[src/rtl/pmb_pkg.sv]
// Shared constants for the PMIC register-access bridge.
// Assumes a 16-bit host offset space and 16-bit remote registers.
package pmb_pkg;
    localparam int unsigned WORD_W    = 16;
    localparam int unsigned ECHO_W    = 15;
    localparam logic [15:0] OFS_RDCMD = 16'h0028;
    localparam logic [15:0] OFS_RDRES = 16'h002C;
    localparam logic [15:0] OFS_QSTAT = 16'h0030;
    localparam logic [3:0]  WIN_PAGE  = 4'h8;
    localparam int unsigned BIT_BUSY  = 31;
    localparam int unsigned BIT_FULL  = 11;
    localparam int unsigned BIT_EMPTY = 10;
    localparam int unsigned BIT_OVF   = 12;
endpackage

[src/rtl/pmb_fifo.sv]
// Write queue: a circular buffer of DEPTH entries of W bits.
// Assumes push while full is dropped here; the parent records the loss.
module pmb_fifo #(
    parameter int unsigned W     = 28,
    parameter int unsigned DEPTH = 8
) (
    input  logic         clk,
    input  logic         rst_n,
    input  logic         push,
    input  logic         pop,
    input  logic [W-1:0] din,
    output logic [W-1:0] dout,
    output logic         full,
    output logic         empty
);
    localparam int unsigned PW = (DEPTH > 1) ? $clog2(DEPTH) : 1;
    localparam int unsigned CW = $clog2(DEPTH + 1);
    localparam logic [CW-1:0] CNT_MAX = CW'(DEPTH);
    localparam logic [PW-1:0] PTR_MAX = PW'(DEPTH - 1);

    logic [W-1:0]  store [DEPTH];
    logic [PW-1:0] wp, rp;
    logic [CW-1:0] cnt;
    logic          do_push, do_pop;

    assign full    = (cnt == CNT_MAX);
    assign empty   = (cnt == '0);
    assign do_push = push && !full;
    assign do_pop  = pop && !empty;
    assign dout    = store[rp];

    // Write the accepted entry into storage.
    always_ff @(posedge clk) begin
        if (do_push) store[wp] <= din;
    end

    // Advance pointers and occupancy.
    always_ff @(posedge clk) begin
        if (!rst_n) begin
            wp  <= '0;
            rp  <= '0;
            cnt <= '0;
        end else begin
            if (do_push) wp <= (wp == PTR_MAX) ? '0 : wp + 1'b1;
            if (do_pop)  rp <= (rp == PTR_MAX) ? '0 : rp + 1'b1;
            if (do_push && !do_pop)      cnt <= cnt + 1'b1;
            else if (do_pop && !do_push) cnt <= cnt - 1'b1;
        end
    end


    no_overflow_chk: assert property (@(posedge clk) disable iff (!rst_n)
        (full && push && !pop) |=> (full && $stable(wp)));
endmodule

[src/rtl/pmb_shifter.sv]
// Serial frame engine: sends {dir, addr, data} MSB first, one bit per clock,
// under an active-low select, and shifts the input line in alongside.
// Assumes the remote device drives read data during the last DATA_W clocks.
module pmb_shifter #(
    parameter int unsigned ADDR_W = 12,
    parameter int unsigned DATA_W = 16
) (
    input  logic              clk,
    input  logic              rst_n,
    input  logic              start,
    input  logic              start_rd,
    input  logic [ADDR_W-1:0] start_addr,
    input  logic [DATA_W-1:0] start_data,
    output logic              active,
    output logic              done,
    output logic [DATA_W-1:0] rx_data,
    output logic [ADDR_W-1:0] sent_addr,
    output logic              csn,
    output logic              mosi,
    input  logic              miso
);
    localparam int unsigned FW    = 1 + ADDR_W + DATA_W;
    localparam int unsigned CNT_W = $clog2(FW);
    localparam logic [CNT_W-1:0] LAST     = CNT_W'(FW - 1);
    localparam logic [CNT_W-1:0] ADDR_END = CNT_W'(ADDR_W);

    logic [FW-1:0]     shreg;
    logic [CNT_W-1:0]  cnt;
    logic              act_q, done_q;
    logic [ADDR_W-1:0] addr_q;

    assign active    = act_q;
    assign done      = done_q;
    assign csn       = !act_q;
    assign mosi      = act_q & shreg[FW-1];
    assign rx_data   = shreg[DATA_W-1:0];
    assign sent_addr = addr_q;

    // Load a frame, shift it out bit by bit, and capture the address on the wire.
    always_ff @(posedge clk) begin
        if (!rst_n) begin
            act_q  <= 1'b0;
            done_q <= 1'b0;
            cnt    <= '0;
            shreg  <= '0;
            addr_q <= '0;
        end else begin
            done_q <= 1'b0;
            if (!act_q) begin
                if (start) begin
                    act_q <= 1'b1;
                    cnt   <= '0;
                    shreg <= {start_rd, start_addr, start_data};
                end
            end else begin
                shreg <= {shreg[FW-2:0], miso};
                cnt   <= cnt + 1'b1;
                if (cnt != '0 && cnt <= ADDR_END)
                    addr_q <= {addr_q[ADDR_W-2:0], shreg[FW-1]};
                if (cnt == LAST) begin
                    act_q  <= 1'b0;
                    done_q <= 1'b1;
                end
            end
        end
    end


    frame_len_chk: assert property (@(posedge clk) disable iff (!rst_n)
        (act_q && cnt == LAST) |=> (csn && done_q));

    csn_gap_chk: assert property (@(posedge clk) disable iff (!rst_n)
        done_q |-> csn);
endmodule

[src/rtl/pmic_bridge.sv]
// Bridge top: decodes host stores, queues window writes, holds the read
// command state and the result word, and arbitrates the serial engine.
// Assumes single-cycle host stores and combinational host loads.
module pmic_bridge #(
    parameter int unsigned ADDR_W     = 12,
    parameter int unsigned FIFO_DEPTH = 8
) (
    input  logic        clk,
    input  logic        rst_n,
    input  logic        bus_we,
    input  logic [15:0] bus_addr,
    input  logic [15:0] bus_wdata,
    output logic [31:0] bus_rdata,
    output logic        link_csn,
    output logic        link_mosi,
    input  logic        link_miso
);
    import pmb_pkg::*;

    localparam int unsigned ENTRY_W = ADDR_W + WORD_W;

    logic               win_hit, cmd_hit;
    logic [ENTRY_W-1:0] f_dout;
    logic               f_full, f_empty;
    logic               launch_rd, launch_wr, sh_active, sh_done;
    logic [WORD_W-1:0]  sh_rx;
    logic [ADDR_W-1:0]  sh_sent, start_addr;
    logic [WORD_W-1:0]  start_data;
    logic               busy_q, pend_q, frame_rd_q, ovf_q;
    logic [ADDR_W-1:0]  tgt_q, echo_q;
    logic [WORD_W-1:0]  rval_q;
    logic               unused_bits;

    assign unused_bits = ^bus_wdata[WORD_W-1:ADDR_W];

    // Decode host stores into window writes and read commands.
    assign win_hit = bus_we && (bus_addr[15:12] == WIN_PAGE);
    assign cmd_hit = bus_we && (bus_addr == OFS_RDCMD);

    // Pick the next frame: a read waits for the queue to drain.
    assign launch_rd  = pend_q && f_empty && !sh_active;
    assign launch_wr  = !f_empty && !sh_active;
    assign start_addr = launch_rd ? tgt_q : f_dout[ENTRY_W-1:WORD_W];
    assign start_data = launch_rd ? '0 : f_dout[WORD_W-1:0];

    pmb_fifo #(.W(ENTRY_W), .DEPTH(FIFO_DEPTH)) u_queue (
        .clk   (clk),
        .rst_n (rst_n),
        .push  (win_hit),
        .pop   (launch_wr),
        .din   ({bus_addr[ADDR_W-1:0], bus_wdata}),
        .dout  (f_dout),
        .full  (f_full),
        .empty (f_empty)
    );

    pmb_shifter #(.ADDR_W(ADDR_W), .DATA_W(WORD_W)) u_link (
        .clk        (clk),
        .rst_n      (rst_n),
        .start      (launch_rd || launch_wr),
        .start_rd   (launch_rd),
        .start_addr (start_addr),
        .start_data (start_data),
        .active     (sh_active),
        .done       (sh_done),
        .rx_data    (sh_rx),
        .sent_addr  (sh_sent),
        .csn        (link_csn),
        .mosi       (link_mosi),
        .miso       (link_miso)
    );

    // Track read command, in-flight read and posted result.
    always_ff @(posedge clk) begin
        if (!rst_n) begin
            busy_q     <= 1'b0;
            pend_q     <= 1'b0;
            frame_rd_q <= 1'b0;
            tgt_q      <= '0;
            echo_q     <= '0;
            rval_q     <= '0;
        end else begin
            if (cmd_hit && !busy_q) begin
                busy_q <= 1'b1;
                pend_q <= 1'b1;
                tgt_q  <= bus_wdata[ADDR_W-1:0];
            end
            if (launch_rd || launch_wr) frame_rd_q <= launch_rd;
            if (launch_rd) pend_q <= 1'b0;
            if (sh_done && frame_rd_q) begin
                busy_q <= 1'b0;
                rval_q <= sh_rx;
                echo_q <= sh_sent;
            end
        end
    end

    // Record stores lost to a full queue until reset.
    always_ff @(posedge clk) begin
        if (!rst_n)                ovf_q <= 1'b0;
        else if (win_hit && f_full) ovf_q <= 1'b1;
    end

    // Return the addressed host register.
    always_comb begin
        bus_rdata = '0;
        if (bus_addr == OFS_RDRES) begin
            bus_rdata[BIT_BUSY]          = busy_q;
            bus_rdata[WORD_W +: ECHO_W]  = ECHO_W'(echo_q);
            bus_rdata[WORD_W-1:0]        = rval_q;
        end else if (bus_addr == OFS_QSTAT) begin
            bus_rdata[BIT_FULL]  = f_full;
            bus_rdata[BIT_EMPTY] = f_empty;
            bus_rdata[BIT_OVF]   = ovf_q;
        end
    end


    busy_set_chk: assert property (@(posedge clk) disable iff (!rst_n)
        (cmd_hit && !busy_q) |=> busy_q);

    cmd_ignore_chk: assert property (@(posedge clk) disable iff (!rst_n)
        (cmd_hit && busy_q) |=> $stable(tgt_q));

    read_order_chk: assert property (@(posedge clk) disable iff (!rst_n)
        ($fell(link_csn) && frame_rd_q) |-> $past(f_empty));

    ovf_sticky_chk: assert property (@(posedge clk) disable iff (!rst_n)
        ovf_q |=> ovf_q);
endmodule

[config.mk]
export PLATFORM = sky130hd
export DESIGN_NAME = pmic_bridge
export DESIGN_NICKNAME = d
export VERILOG_FILES = /design/src/rtl/pmb_pkg.sv /design/src/rtl/pmb_fifo.sv /design/src/rtl/pmb_shifter.sv /design/src/rtl/pmic_bridge.sv
export SDC_FILE = /design/constraint.sdc
export NUM_CORES = 1
export LEC_CHECK = 0
export BUFFER_PORTS_ARGS = -buffer_cell sky130_fd_sc_hd__clkbuf_2
export CORE_MARGIN = 4
export CORE_UTILIZATION = 60
export CTS_CLUSTER_DIAMETER = 60
export DETAILED_ROUTE_END_ITERATION = 7
export GPL_TIMING_DRIVEN = 0
export HOLD_SLACK_MARGIN = 0.15
export PLACE_DENSITY = 0.79
export SLEW_MARGIN = 15
export SYNTH_ARGS = -nofsm -noshare
export SYNTH_HDL_FRONTEND = slang
export SYNTH_SLANG_ARGS = --single-unit
[constraint.sdc]
create_clock -name clk -period 6.5 [get_ports clk]
set_input_delay 1.3 -clock clk [delete_from_list [all_inputs] [get_ports clk]]
set_output_delay 1.3 -clock clk [all_outputs]
set_load 0.01 [all_outputs]
=== After elaboration in Yosys (flattened, before gate mapping) ===
Memories as Yosys holds them, arrays and structs flattened. A register that Yosys moved wholly into a read port is not among the register bits.
Index checks and enable logic that the tools add are counted.
Widths: inputs -> output; s select.

* Add/sub/neg operators: 5
* Magnitude comparators: 1
* Equal/unequal tests: 8
* Multiplexer cells: 22
* Bitwise operators: 2
* Reductions and logical operators: 28

{| class="wikitable"
|+ Operator list
! kind !! number
|-
| $mux 29 || 2
|-
| $eq 16x6->1 const B || 3
|-
| $mux 19 || 1
|-
| $mux 3 || 6
|-
| $mux 16 || 1
|-
| $logic_and 1x1->1 || 13
|-
| $mux 12 || 1
|-
| $mux 10 || 1
|-
| $mux 5 || 2
|-
| $eq 4x4->1 const B || 2
|-
| $mux 4 || 2
|-
| $add 3x1->3 const B || 2
|-
| $eq 3x3->1 const B || 2
|-
| $logic_not 1->1 || 6
|-
| $mux 1 || 6
|-
| $add 5x1->5 const B || 1
|-
| $eq 5x5->1 const B || 1
|-
| $le 5x4->1 const B || 1
|-
| $reduce_bool 5->1 || 1
|-
| $add 4x1->4 const B || 1
|-
| $logic_not 4->1 || 1
|-
| $reduce_and 2->1 || 2
|-
| $reduce_bool 2->1 || 2
|-
| $reduce_or 2->1 || 2
|-
| 4 further kinds || 4
|}

* Bits in registers: 102
* Bits in writable memories: 224
* Output and inout port bits: 34
* Memories kept: 1

{| class="wikitable"
|+ Memories
! name !! words !! width !! rd ports !! clocked after memory_dff !! wr ports !! RTL line !! RTL
|-
| u_queue.store || 8 || 28 || 1 || 1 || 1 || pmb_fifo.sv:21 || <nowiki>logic [W-1:0] store [DEPTH];</nowiki>
|}

=== Longest topological paths before layout ===
Gate-level depths: netlist of the first run.

* Depth in word-level cells: 7
* Gate-level depth with buffers: 10

=== Hierarchy ===
Synthesis of the first run repeated with hierarchy kept, for this count alone.

* Cells, all modules: 946
* Area total of the unflattened synthesis: 13708.1 sq um

{| class="wikitable"
|+ By module, submodules not included
! module !! times used !! cells each !! area an instance (sq um) !! sequential area each (sq um)
|-
| pmb_fifo || 1 || 399 || 9128.8 || 6986.7
|-
| pmb_shifter || 1 || 271 || 2344.7 || 960.9
|-
| pmic_bridge || 1 || 276 || 2234.6 || 880.8
|}

=== Least setup slack after synthesis of the first run ===
Ideal clock, no wire load.

* Path type: input-to-reg
* Start point: in bus_addr[13]
* End point: mem u_queue.store[0][0], enable pin
* Setup time: 484 ps
* Data arrival time: 4569 ps
* Path slack: 1447 ps
* Stages on the path: 3
* Path through: nor3_1 nand4_1 nor4_1

* Word-level cells in the longest chain between the ends: 5

{| class="wikitable"
|+ Ends and longest elaborated chain
! item !! RTL line !! RTL
|-
| from (decl) || pmic_bridge.sv:11 || <nowiki>input logic [15:0] bus_addr,</nowiki>
|-
| $eq 4x4->1 || pmic_bridge.sv:37 || <nowiki>assign win_hit = bus_we && (bus_addr[15:12] == WIN_PAGE);</nowiki>
|-
| $logic_and 1x1->1 || pmic_bridge.sv:37 ||
|-
| $logic_and 1x1->1 || pmb_fifo.sv:28 || <nowiki>assign do_push = push && !full;</nowiki>
|-
| $mux 1 || pmb_fifo.sv:34 || <nowiki>if (do_push) store[wp] <= din;</nowiki>
|-
| $mux 1 (implied by the code) || pmb_fifo.sv:34 ||
|-
| to (decl) || pmb_fifo.sv:21 ||
|}

No other way between the ends.

=== Worst setup path in the final report of the first run ===
* Start point: in bus_addr[1]
* End point: out bus_rdata[1]

* Word-level cells in the longest chain between the ends: 2

{| class="wikitable"
|+ Ends and longest elaborated chain
! item !! RTL line !! RTL
|-
| $eq 16x6->1 || pmic_bridge.sv:107 || <nowiki>if (bus_addr == OFS_RDRES) begin</nowiki>
|-
| $mux 10 || pmic_bridge.sv:107 ||
|-
| to (decl) || pmic_bridge.sv:13 || <nowiki>output logic [31:0] bus_rdata,</nowiki>
|}

No other way between the ends.

==> impl_metrics.json, run 1 <==
{
  "status": "finished, final reports clean",
  "final_area_um2": 14780,
  "cts.sink_count": 329,
  "clkTransAtPathRegs_ns": 0.06,
  "criticalPathCategory": "input port to primary output",
  "synth-compound-area-share_pct": 6.377,
  "clockBufferDepth": 3,
  "synth_top_family_by_area": "multiplexers",
  "grt_pass1_vias": 7796,
  "timing.hold.ws_ns": 0.4491,
  "leakage_nw": 5.014,
  "grt_use_total_pct": 24.16,
  "drt-initial-drc-count": 834,
  "dpl_cell_area_um2": 13770,
  "multi_input_area_um2": 3772,
  "reg2reg_to": "u_queue.store[1][1]$_DFFE_PP_",
  "crit_required_ns": 5.20,
  "drtAntennaViolNets": 0,
  "coreArea_um2": 21020,
  "synth_fa_ha_area_share_pct": 1.034,
  "preCtsSetupSlack_ns": 1.315,
  "crit_start": "bus_addr[1]",
  "finalNetCount": 1024,
  "cts-root-buf": "clkbuf_16",
  "ys_seq_area_share_pct": 68.81,
  "overflow": 0,
  "finalCritPeriodShare_pct": 81.71,
  "crit_end": "bus_rdata[1]",
  "worst_slack_ns": 1.189,
  "rr_startpoint": "u_queue.cnt[1]$_SDFFE_PN0P_",
  "seqCellArea_um2": 8828,
  "design.die.area_um2": 23790,
  "drt_drc_violations_left": 0,
  "hold_class": "flip-flop to flip-flop",
  "rr_worst_depth": 8,
  "grt_pass1_wl_um": 44310,
  "initial_core_util_pct": 61.04,
  "wl_met2_um": 13730,
  "routed.top_layer": "met5",
  "synthArstFlopShare_pct": 0,
  "ir_worst_vdd_mv": 0.2019,
  "port_buffers": 66,
  "syn_area_per_cell_um2": 15.02,
  "vias": 7784,
  "tightest_slew_ns": 0.9464,
  "cts-resized-gates": 0,
  "die_h_um": 154.2,
  "ys.flop_type": "edfxtp_1",
  "synthCells": 854,
  "die_w_um": 154.2,
  "viasPerCell": 6.086,
  "cts_tree": "built",
  "gp_congestion": 0.8744,
  "rsz0062_at_grt": "false",
  "num_rows": 53,
  "finalSetupViolCount": 0,
  "antenna_found_initial": 1,
  "dr_wl_met3_um": 2411,
  "cp-start-kind": "input port",
  "fillers": 1365,
  "dp.cells": 1217,
  "skew_ns": 0.01967,
  "max-slew-margin-rel_pct": 36.56,
  "fin_crit_ns": 5.311,
  "dr.pass1.iters": 5,
  "final-max-slew-violation-count": 0,
  "p_per_area_nw_per_um2": 345.4,
  "synthXorXnorAreaFrac_pct": 0.1365,
  "hold_violations": 0,
  "arrival_ns": 4.01,
  "place_hpwl_um": 18400,
  "drt-met1-wl_um": 11220,
  "endpoint_kind": "primary output",
  "muxShareOfSynthArea_pct": 13.03,
  "cts-buffers-inserted": 34,
  "r2r_slack_ns": 3.37,
  "n_antenna_cell": 0,
  "drv_cap": 0,
  "synthSimpleGateAreaFrac_pct": 8.357,
  "grt_max_degree": 25,
  "clk_latency_ns": 0.52,
  "ctsHoldBuffers": 0,
  "synth.distinct_cells": 48,
  "syn_to_final_growth_pct": 15.15,
  "drive_gt1_share_pct": 22.31,
  "wire_per_inst_um": 22.04,
  "cp_max_fo": 10,
  "fmax_ghz": 0.1883,
  "syn-cell-area_um2": 12830,
  "finalPower_w": 0.005103,
  "drt-total-wl_um": 28190,
  "fin_cells": 1279,
  "synth-edff-count": 224,
  "htree_levels": 2,
  "ioPinCount": 70,
  "ys_ff_latch": 329,
  "post-cts-setup-buffer-count": 0,
  "yosysWarnings": 0
}
[power by group]
group,switching [W],leakage [nW],internal (W),total (W)
Sequential,0.0000906,2.87,0.00235,0.00244
Clock,0.000777,0.494,0.000994,0.00177
Combinational,0.000506,1.65,0.000385,0.000891
Total,0.00137,5.01,0.00373,0.00510
[cell families after synthesis]
| kind of cell | count (synthesis) |
|---|---|
| AO/OA/AOI/OAI | 132 |
| XOR/XNOR | 2 |
| adder cells (fa/ha/maj) | 10 |
| buffers and inverters | 66 |
| flip-flops | 329 |
| multiplexers | 97 |
| other | 1 |
| AND/OR/NAND/NOR | 217 |
[critical path, stage by stage]
cell      delay, ns
clkbuf_2       0.14
nor4_1         0.71
nand4_1        0.42
nor4_1         0.60
buf_2          0.33
buf_2          0.22
and2_1         0.15
clkbuf_2       0.13
[layout make-up]
| cell class | instances | area share [%] |
|---|---|---|
| Clock buffer | 48 | 6.182 |
| Buffer | 57 | 1.711 |
| Multi-Input combinational cell | 461 | 25.53 |
| Clock inverter | 14 | 0.6436 |
| Inverter | 9 | 0.2286 |
| Tap cell | 275 | 2.329 |
| Sequential cell | 329 | 59.75 |
| Timing Repair Buffer | 86 | 3.624 |
[flip-flops by register name, summed over array words and instances, names as in the netlist, 3 cells and up, named ones only]
register	count
u_queue.rp	3
tgt_q	12
u_link.sent_addr	12
u_queue.cnt	4
u_queue.store	224
u_link.cnt	5
u_queue.wp	3
echo_q	12
rval_q	16
u_link.shreg	29
[cells in the final DEF (no fill, tap or decap), types with 5 or more instances in the layout]
master	instances
clkbuf_2	66
buf_4	13
a22oi_1	32
buf_6	7
nand2_1	82
nor3_2	5
o21ai_0	15
mux4_2	56
inv_1	7
clkinv_2	7
nand4_1	16
nand3_1	6
nor3_1	20
ha_1	9
clkbuf_16	34
a31oi_1	13
mux2i_1	41
edfxtp_1	224
clkbuf_1	48
dfxtp_1	105
and2_1	28
buf_2	15
a21oi_1	52
o31ai_1	12
nor2_1	33
[worst min-delay path by stage]
stage / endpoint / startpoint / cells past startpoint / slack, ns
4_1_cts: rval_q[5]$_SDFFE_PN0P_ / rval_q[5]$_SDFFE_PN0P_ / 2 / 0.45
6_report: rval_q[5]$_SDFFE_PN0P_ / rval_q[5]$_SDFFE_PN0P_ / 2 / 0.45
5_1_grt: rval_q[5]$_SDFFE_PN0P_ / rval_q[5]$_SDFFE_PN0P_ / 2 / 0.47
3_3_place_gp: echo_q[6]$_SDFFE_PN0P_ / echo_q[6]$_SDFFE_PN0P_ / 2 / 0.44
2_1_floorplan: echo_q[11]$_SDFFE_PN0P_ / u_link.sent_addr[11]$_SDFFE_PN0P_ / 2 / 0.43
3_5_place_dp: rval_q[5]$_SDFFE_PN0P_ / rval_q[5]$_SDFFE_PN0P_ / 2 / 0.44
[through the flow]
stage | setup TNS (ns) | util [%]
2_1_floorplan | 0 | -
3_3_place_gp | -38.30 | 64.28
3_5_place_dp | 0 | 65.49
4_1_cts | 0 | 70.29
5_1_grt | 0 | 70.29
6_report | 0 | 70.29
[Yosys cell counts (all sizes together) (4+ instances only)]
master	instances	area share, %
edfxtp	224	52
dfxtp	105	16
nand2	82	2.4
mux4	56	9.8
a21oi	52	2.0
mux2i	41	3.2
nor2	36	1.1
clkbuf	35	1.0
a22oi	32	1.9
and2	28	1.4
nor3	26	1.1
buf	22	0.95
nand4	16	0.78
o21ai	15	0.59
a31oi	13	0.63
o31ai	12	0.70
ha	9	0.88
inv	9	0.26
nand3	6	0.23
nor4	6	0.34
nand2b	4	0.19
[routing by layer]
| metal | vias to the layer above | track usage [%] |
|---|---|---|
| met5 | - | 0 |
| met4 | 2 | 8.452 |
| met3 | 54 | 4.841 |
| met2 | 375 | 38.62 |
| met1 | 3818 | 33.69 |
| li1 | 3535 | - |
Power figures use the tool's default switching activity.
==> inputs of run 2 (changes only) <==
ABC_AREA = 1   (was default)
CORE_UTILIZATION = 61   (was 60)
clock period = 5.45 ns   (was 6.5 ns; I/O delays follow)
==> impl_metrics.json, run 2 <==
{
  "drt-initial-drc-count": 1046,
  "grt_pass1_vias": 10540,
  "synthCells": 1568,
  "finalCritPeriodShare_pct": 67.12,
  "synth.most_common_cell": "nand2_1",
  "crit_required_ns": 4.36,
  "cp-start-kind": "input port",
  "cts_tree": "built",
  "finalSetupViolCount": 0,
  "worst_slack_ns": 1.792,
  "dr.pass1.iters": 5,
  "final_common_cell": "nand2_1",
  "reg2reg_to": "u_queue.store[2][3]$_DFFE_PP_",
  "ioPinCount": 70,
  "rr_worst_depth": 7,
  "synth_fa_ha_area_share_pct": 0.9153,
  "hold_depth": 2,
  "synth_top_area_share_pct": 46.42,
  "grt_pass1_wl_um": 55340,
  "overflow": 0,
  "ys.flop_type": "edfxtp_1",
  "gp_congestion": 0.8461,
  "clockBufferDepth": 3,
  "dpl_cell_area_um2": 15470,
  "die_h_um": 162.1,
  "viasPerCell": 5.342,
  "synth-edff-count": 224,
  "tightest_slew_ns": 0.6891,
  "final-max-slew-violation-count": 0,
  "wire_per_inst_um": 17.66,
  "hp-start": "rval_q[9]$_SDFFE_PN0P_",
  "largest_register_ffs": 224,
  "synth.distinct_cells": 39,
  "status": "finished, final reports clean",
  "drt-total-wl_um": 35790,
  "ys_ff_latch": 329,
  "synth.cells.most_frequent": "nand2_1, inv_1, edfxtp_1",
  "top_register": "u_queue.store",
  "drtAntennaViolNets": 0,
  "antenna_found_initial": 0,
  "criticalPathCategory": "input port to primary output",
  "final_area_um2": 16560,
  "htree_levels": 2,
  "clkTransAtPathRegs_ns": 0.06,
  "cts-resized-gates": 0,
  "cts-root-buf": "clkbuf_16",
  "ctsHoldBuffers": 0,
  "endpoint_kind": "primary output",
  "vias": 10820,
  "drv_cap": 0,
  "grt_use_total_pct": 27.15,
  "hold_end": "rval_q[9]$_SDFFE_PN0P_",
  "hold_violations": 0,
  "cts-buffers-inserted": 34,
  "syn_area_per_cell_um2": 9.241,
  "synthArstFlopShare_pct": 0,
  "fin_crit_ns": 3.658,
  "drt_drc_violations_left": 0,
  "muxShareOfSynthArea_pct": 0,
  "skew_ns": 0.01595,
  "yosysTopAreaCell": "edfxtp_1",
  "arrival_ns": 2.57,
  "clk_latency_ns": 0.52,
  "hold_class": "flip-flop to flip-flop",
  "leakage_nw": 7.014,
  "drive_gt1_share_pct": 14.24,
  "fmax_ghz": 0.2734,
  "synthSimpleGateAreaFrac_pct": 21.28,
  "initial_core_util_pct": 61.92,
  "ys_seq_area_share_pct": 60.93,
  "rsz0062_at_grt": "false",
  "synth.area.top_cells": "edfxtp_1, dfxtp_1, nand2_1, inv_1, nand3_1",
  "p_per_area_nw_per_um2": 436.3,
  "preCtsSetupSlack_ns": 1.804,
  "grt_max_degree": 25,
  "max-slew-margin-rel_pct": 54.06,
  "post-cts-setup-buffer-count": 0,
  "die_w_um": 162.1,
  "yosysWarnings": 0,
  "num_rows": 56,
  "design.die.area_um2": 26280,
  "syn-cell-area_um2": 14490,
  "n_antenna_cell": 0,
  "synth_top_family_by_area": "simple AND/OR/NAND/NOR gates",
  "synth-compound-area-share_pct": 6.191,
  "syn_to_final_growth_pct": 14.26,
  "final_cell_mix": "nand2_1, inv_1, edfxtp_1",
  "finalNetCount": 1730,
  "coreArea_um2": 23400,
  "port_buffers": 66,
  "reg.largest.list": "u_queue.store: 224 flops, u_link.shreg: 29 flops, rval_q: 16 flops",
  "tns_ns": 0,
  "rr_startpoint": "u_queue.cnt[0]$_SDFFE_PN0P_",
  "ir_worst_vdd_mv": 0.3502,
  "place_hpwl_um": 24250,
  "synthXorXnorAreaFrac_pct": 0.06044,
  "r2r_slack_ns": 2.91,
  "cp_max_fo": 10,
  "cts.sink_count": 329
}
==> run 2: cell count changes in the layout (fill, tap and decap cells not counted), moves of 31 or more <==
cell	previous run	this run
a22oi_1	32	1
inv_1	7	285
mux2i_1	41	0
mux4_2	56	0
nand2_1	82	309
nand3_1	6	179
nor2_1	33	130
o21ai_0	15	89
==> run 2: cell type report <==
class | instances | area [um2]
flip-flops and latches | 329 | 8828
fillers | 1712 | 6845
multi-input cells | 871 | 4188
inverters | 291 | 1095
clock buffers | 49 | 1032
repair buffers | 78 | 521.8
plain buffers | 79 | 441.7
well taps | 319 | 399.1
clock inverters | 10 | 51.30
==> run 2: worst max-delay path, stage by stage <==
cell	delay, ns
clkbuf_2	0.15
nor2_1	0.16
nand2_1	0.20
nor2_8	0.20
nand2_4	0.07
nor2_4	0.17
inv_4	0.10
buf_12	0.18
nor2_4	0.10
clkbuf_2	0.14
==> run 2: kinds of logic after synthesis <==
| kind of cell | after synthesis |
|---|---|
| XOR/XNOR | 1 |
| other | 1 |
| buffers and inverters | 370 |
| flip-flops | 329 |
| AND/OR/NAND/NOR | 681 |
| AO/OA/AOI/OAI | 176 |
| adder cells (fa/ha/maj) | 10 |
==> run 2: worst max-delay path by stage <==
| stage | startpoint | endpoint | slack, ns | depth (start not counted) |
|---|---|---|---|---|
| finish | bus_addr[11] | bus_rdata[0] | 1.79 | 10 |
| global route | bus_addr[11] | bus_rdata[0] | 1.71 | 10 |
| CTS | bus_addr[11] | bus_rdata[0] | 1.77 | 10 |
| detailed placement | bus_addr[11] | bus_rdata[0] | 1.80 | 10 |
| global placement | bus_addr[13] | u_queue.store[3][7]$_DFFE_PP_ | -0.52 | 8 |
| floorplan | bus_addr[13] | u_queue.store[2][0]$_DFFE_PP_ | 1.32 | 6 |
==> run 2: per-layer routing <==
metal | global-route usage (%) | routed length, um | vias to the layer above
li1 | - | - | 5220
met1 | 35.06 | 13980 | 5029
met2 | 46.04 | 17640 | 482
met3 | 5.379 | 3127 | 91
met4 | 9.765 | 1046 | 0
met5 | 0 | 0 | -
==> run 2: power by group <==
part,leakage (nW),total [W],internal (W),switching [W]
clock network,0.530,0.00224,0.00132,0.000925
registers,2.87,0.00290,0.00280,0.0000968
logic,3.61,0.00209,0.000635,0.00145
==> run 2: stage by stage <==
stage               util, %  instances  power [W]  hold slack (ns)
finish                70.75       2026   0.007224           0.4555
global route          70.75       2026   0.007567           0.4858
CTS                   70.75       2026   0.007206           0.4556
detailed placement    66.12       1967   0.004971           0.4461
global placement      65.07       1955   0.004897           0.4337
floorplan                 -       1570   0.004295           0.4205
==> inputs of run 3 (changes only) <==
clock period = 3.7 ns   (was 5.45 ns; I/O delays follow)
==> impl_metrics.json, run 3 (synthesis results as in run 2) <==
{
  "status": "finished, final reports clean",
  "coreArea_um2": 23400,
  "htree_levels": 2,
  "hold_end": "u_link.sent_addr[11]$_SDFFE_PN0P_",
  "grt_max_degree": 24,
  "hold_depth": 2,
  "final_common_cell": "nand2_1",
  "fin_crit_ns": 2.968,
  "routed.top_layer": "met4",
  "syn_to_final_growth_pct": 14.67,
  "crit_required_ns": 2.96,
  "dp.cells": 1965,
  "tightest_slew_ns": 0.6889,
  "antenna_found_initial": 0,
  "vias": 10840,
  "cts.sink_count": 329,
  "ir_worst_vdd_mv": 0.4572,
  "die_w_um": 162.1,
  "grt_use_total_pct": 26.48,
  "grt_pass1_wl_um": 53650,
  "num_rows": 56,
  "dr_wl_met3_um": 2769,
  "clockBufferDepth": 3,
  "wire_per_inst_um": 17.24,
  "cts-buffers-inserted": 34,
  "ioPinCount": 70,
  "cts-resized-gates": 0,
  "finalSetupViolCount": 0,
  "port_buffers": 66,
  "rr_startpoint": "u_queue.cnt[0]$_SDFFE_PN0P_",
  "viasPerCell": 5.351,
  "rr_worst_depth": 8,
  "hold_violations": 0,
  "post-cts-setup-buffer-count": 0,
  "fin_cells": 2026,
  "wl_met2_um": 16990,
  "finalCritPeriodShare_pct": 80.22,
  "clkTransAtPathRegs_ns": 0.06,
  "reg.largest.list": "u_queue.store: 224 flops, u_link.shreg: 29 flops, rval_q: 16 flops",
  "endpoint_kind": "primary output",
  "fillers": 1659,
  "fmax_ghz": 0.3369,
  "clk_latency_ns": 0.51,
  "leakage_nw": 7.032,
  "cts-root-buf": "clkbuf_16",
  "largest_register_ffs": 224,
  "drt-initial-drc-count": 1013,
  "max-slew-margin-rel_pct": 54.07,
  "drv_cap": 0,
  "drive_gt1_share_pct": 14.29,
  "cp-start-kind": "input port",
  "r2r_slack_ns": 1.31,
  "p_per_area_nw_per_um2": 644.1,
  "hold_class": "flip-flop to flip-flop",
  "hp-start": "u_link.sent_addr[11]$_SDFFE_PN0P_",
  "drt-met1-wl_um": 14000,
  "die_h_um": 162.1,
  "arrival_ns": 2.23,
  "cts_tree": "built",
  "top_register": "u_queue.store",
  "drt_drc_violations_left": 0,
  "final_cell_mix": "nand2_1, inv_1, edfxtp_1",
  "final-max-slew-violation-count": 0,
  "design.die.area_um2": 26280,
  "place_hpwl_um": 23930,
  "initial_core_util_pct": 61.92,
  "tns_ns": 0,
  "n_antenna_cell": 0,
  "reg2reg_to": "u_queue.store[3][1]$_DFFE_PP_",
  "ctsHoldBuffers": 0,
  "overflow": 0,
  "drtAntennaViolNets": 0,
  "cp_max_fo": 10,
  "rsz0062_at_grt": "false",
  "finalNetCount": 1728,
  "criticalPathCategory": "input port to primary output",
  "gp_congestion": 0.8573,
  "grt_pass1_vias": 10270,
  "skew_ns": 0.01089,
  "drt-total-wl_um": 34920,
  "dr.pass1.iters": 6
}
## run 3: cell count changes in the layout (fill, tap and decap cells not counted), sizes merged
cell / before / now
clkbuf: 140 / 137
clkinv: 9 / 12
buf: 66 / 64
bufinv: 0 / 2
clkinvlp: 2 / 1
inv: 290 / 291
## run 3: per-layer routing
layer	vias to the layer above	GRT usage (%)
met4	0	10.30
met2	510	44.69
met3	82	3.375
li1	5222	-
met1	5028	35.34
met5	-	0
## run 3: final cells by class
cell class	count	area, um2	area share, %
clock buffers	46	988.4	5.949
clock inverters	15	130.1	0.7831
flip-flops and latches	329	8828	53.13
well taps	319	399.1	2.402
repair buffers	76	533.0	3.208
plain buffers	79	441.7	2.658
inverters	291	1095	6.589
multi-input cells	871	4200	25.28
## run 3: worst max-delay path by stage
stage,start,end,cells past startpoint
floorplan,bus_addr[13],u_queue.store[0][0]$_DFFE_PP_,6
global placement,bus_addr[13],u_queue.store[5][4]$_DFFE_PP_,8
detailed placement,bus_addr[11],bus_rdata[0],10
CTS,bus_addr[11],bus_rdata[2],10
global route,bus_addr[11],bus_rdata[2],10
finish,bus_addr[11],bus_rdata[2],10
## run 3: worst max-delay path, cell delays in order
cell,delay (ns)
clkbuf_2,0.15
nor2_1,0.17
nand2_1,0.21
nor2_8,0.22
nand2_4,0.06
nor2_4,0.16
inv_4,0.11
buf_12,0.18
nor2_4,0.09
clkbuf_2,0.13
## run 3: stage by stage
step | area (um2) | hold WS [ns] | util [%] | setup slack [ns] | total power, W
detailed placement | 15500 | 0.4363 | 66.22 | 0.7184 | 0.007305
global route | 16620 | 0.4752 | 71.00 | 0.6260 | 0.01120
floorplan | 14510 | 0.4205 | - | 0.6848 | 0.006326
finish | 16620 | 0.4474 | 71.00 | 0.7317 | 0.01070
CTS | 16620 | 0.4457 | 71.00 | 0.7049 | 0.01068
global placement | 15240 | 0.4338 | 65.11 | -0.5802 | 0.007220
## run 3: where the power goes
part           leakage, nW  total (W)  internal, W  switching [W]
registers             2.87    0.00427      0.00412       0.000144
logic                 3.61    0.00304     0.000936        0.00210
clock network        0.552    0.00340      0.00202        0.00138
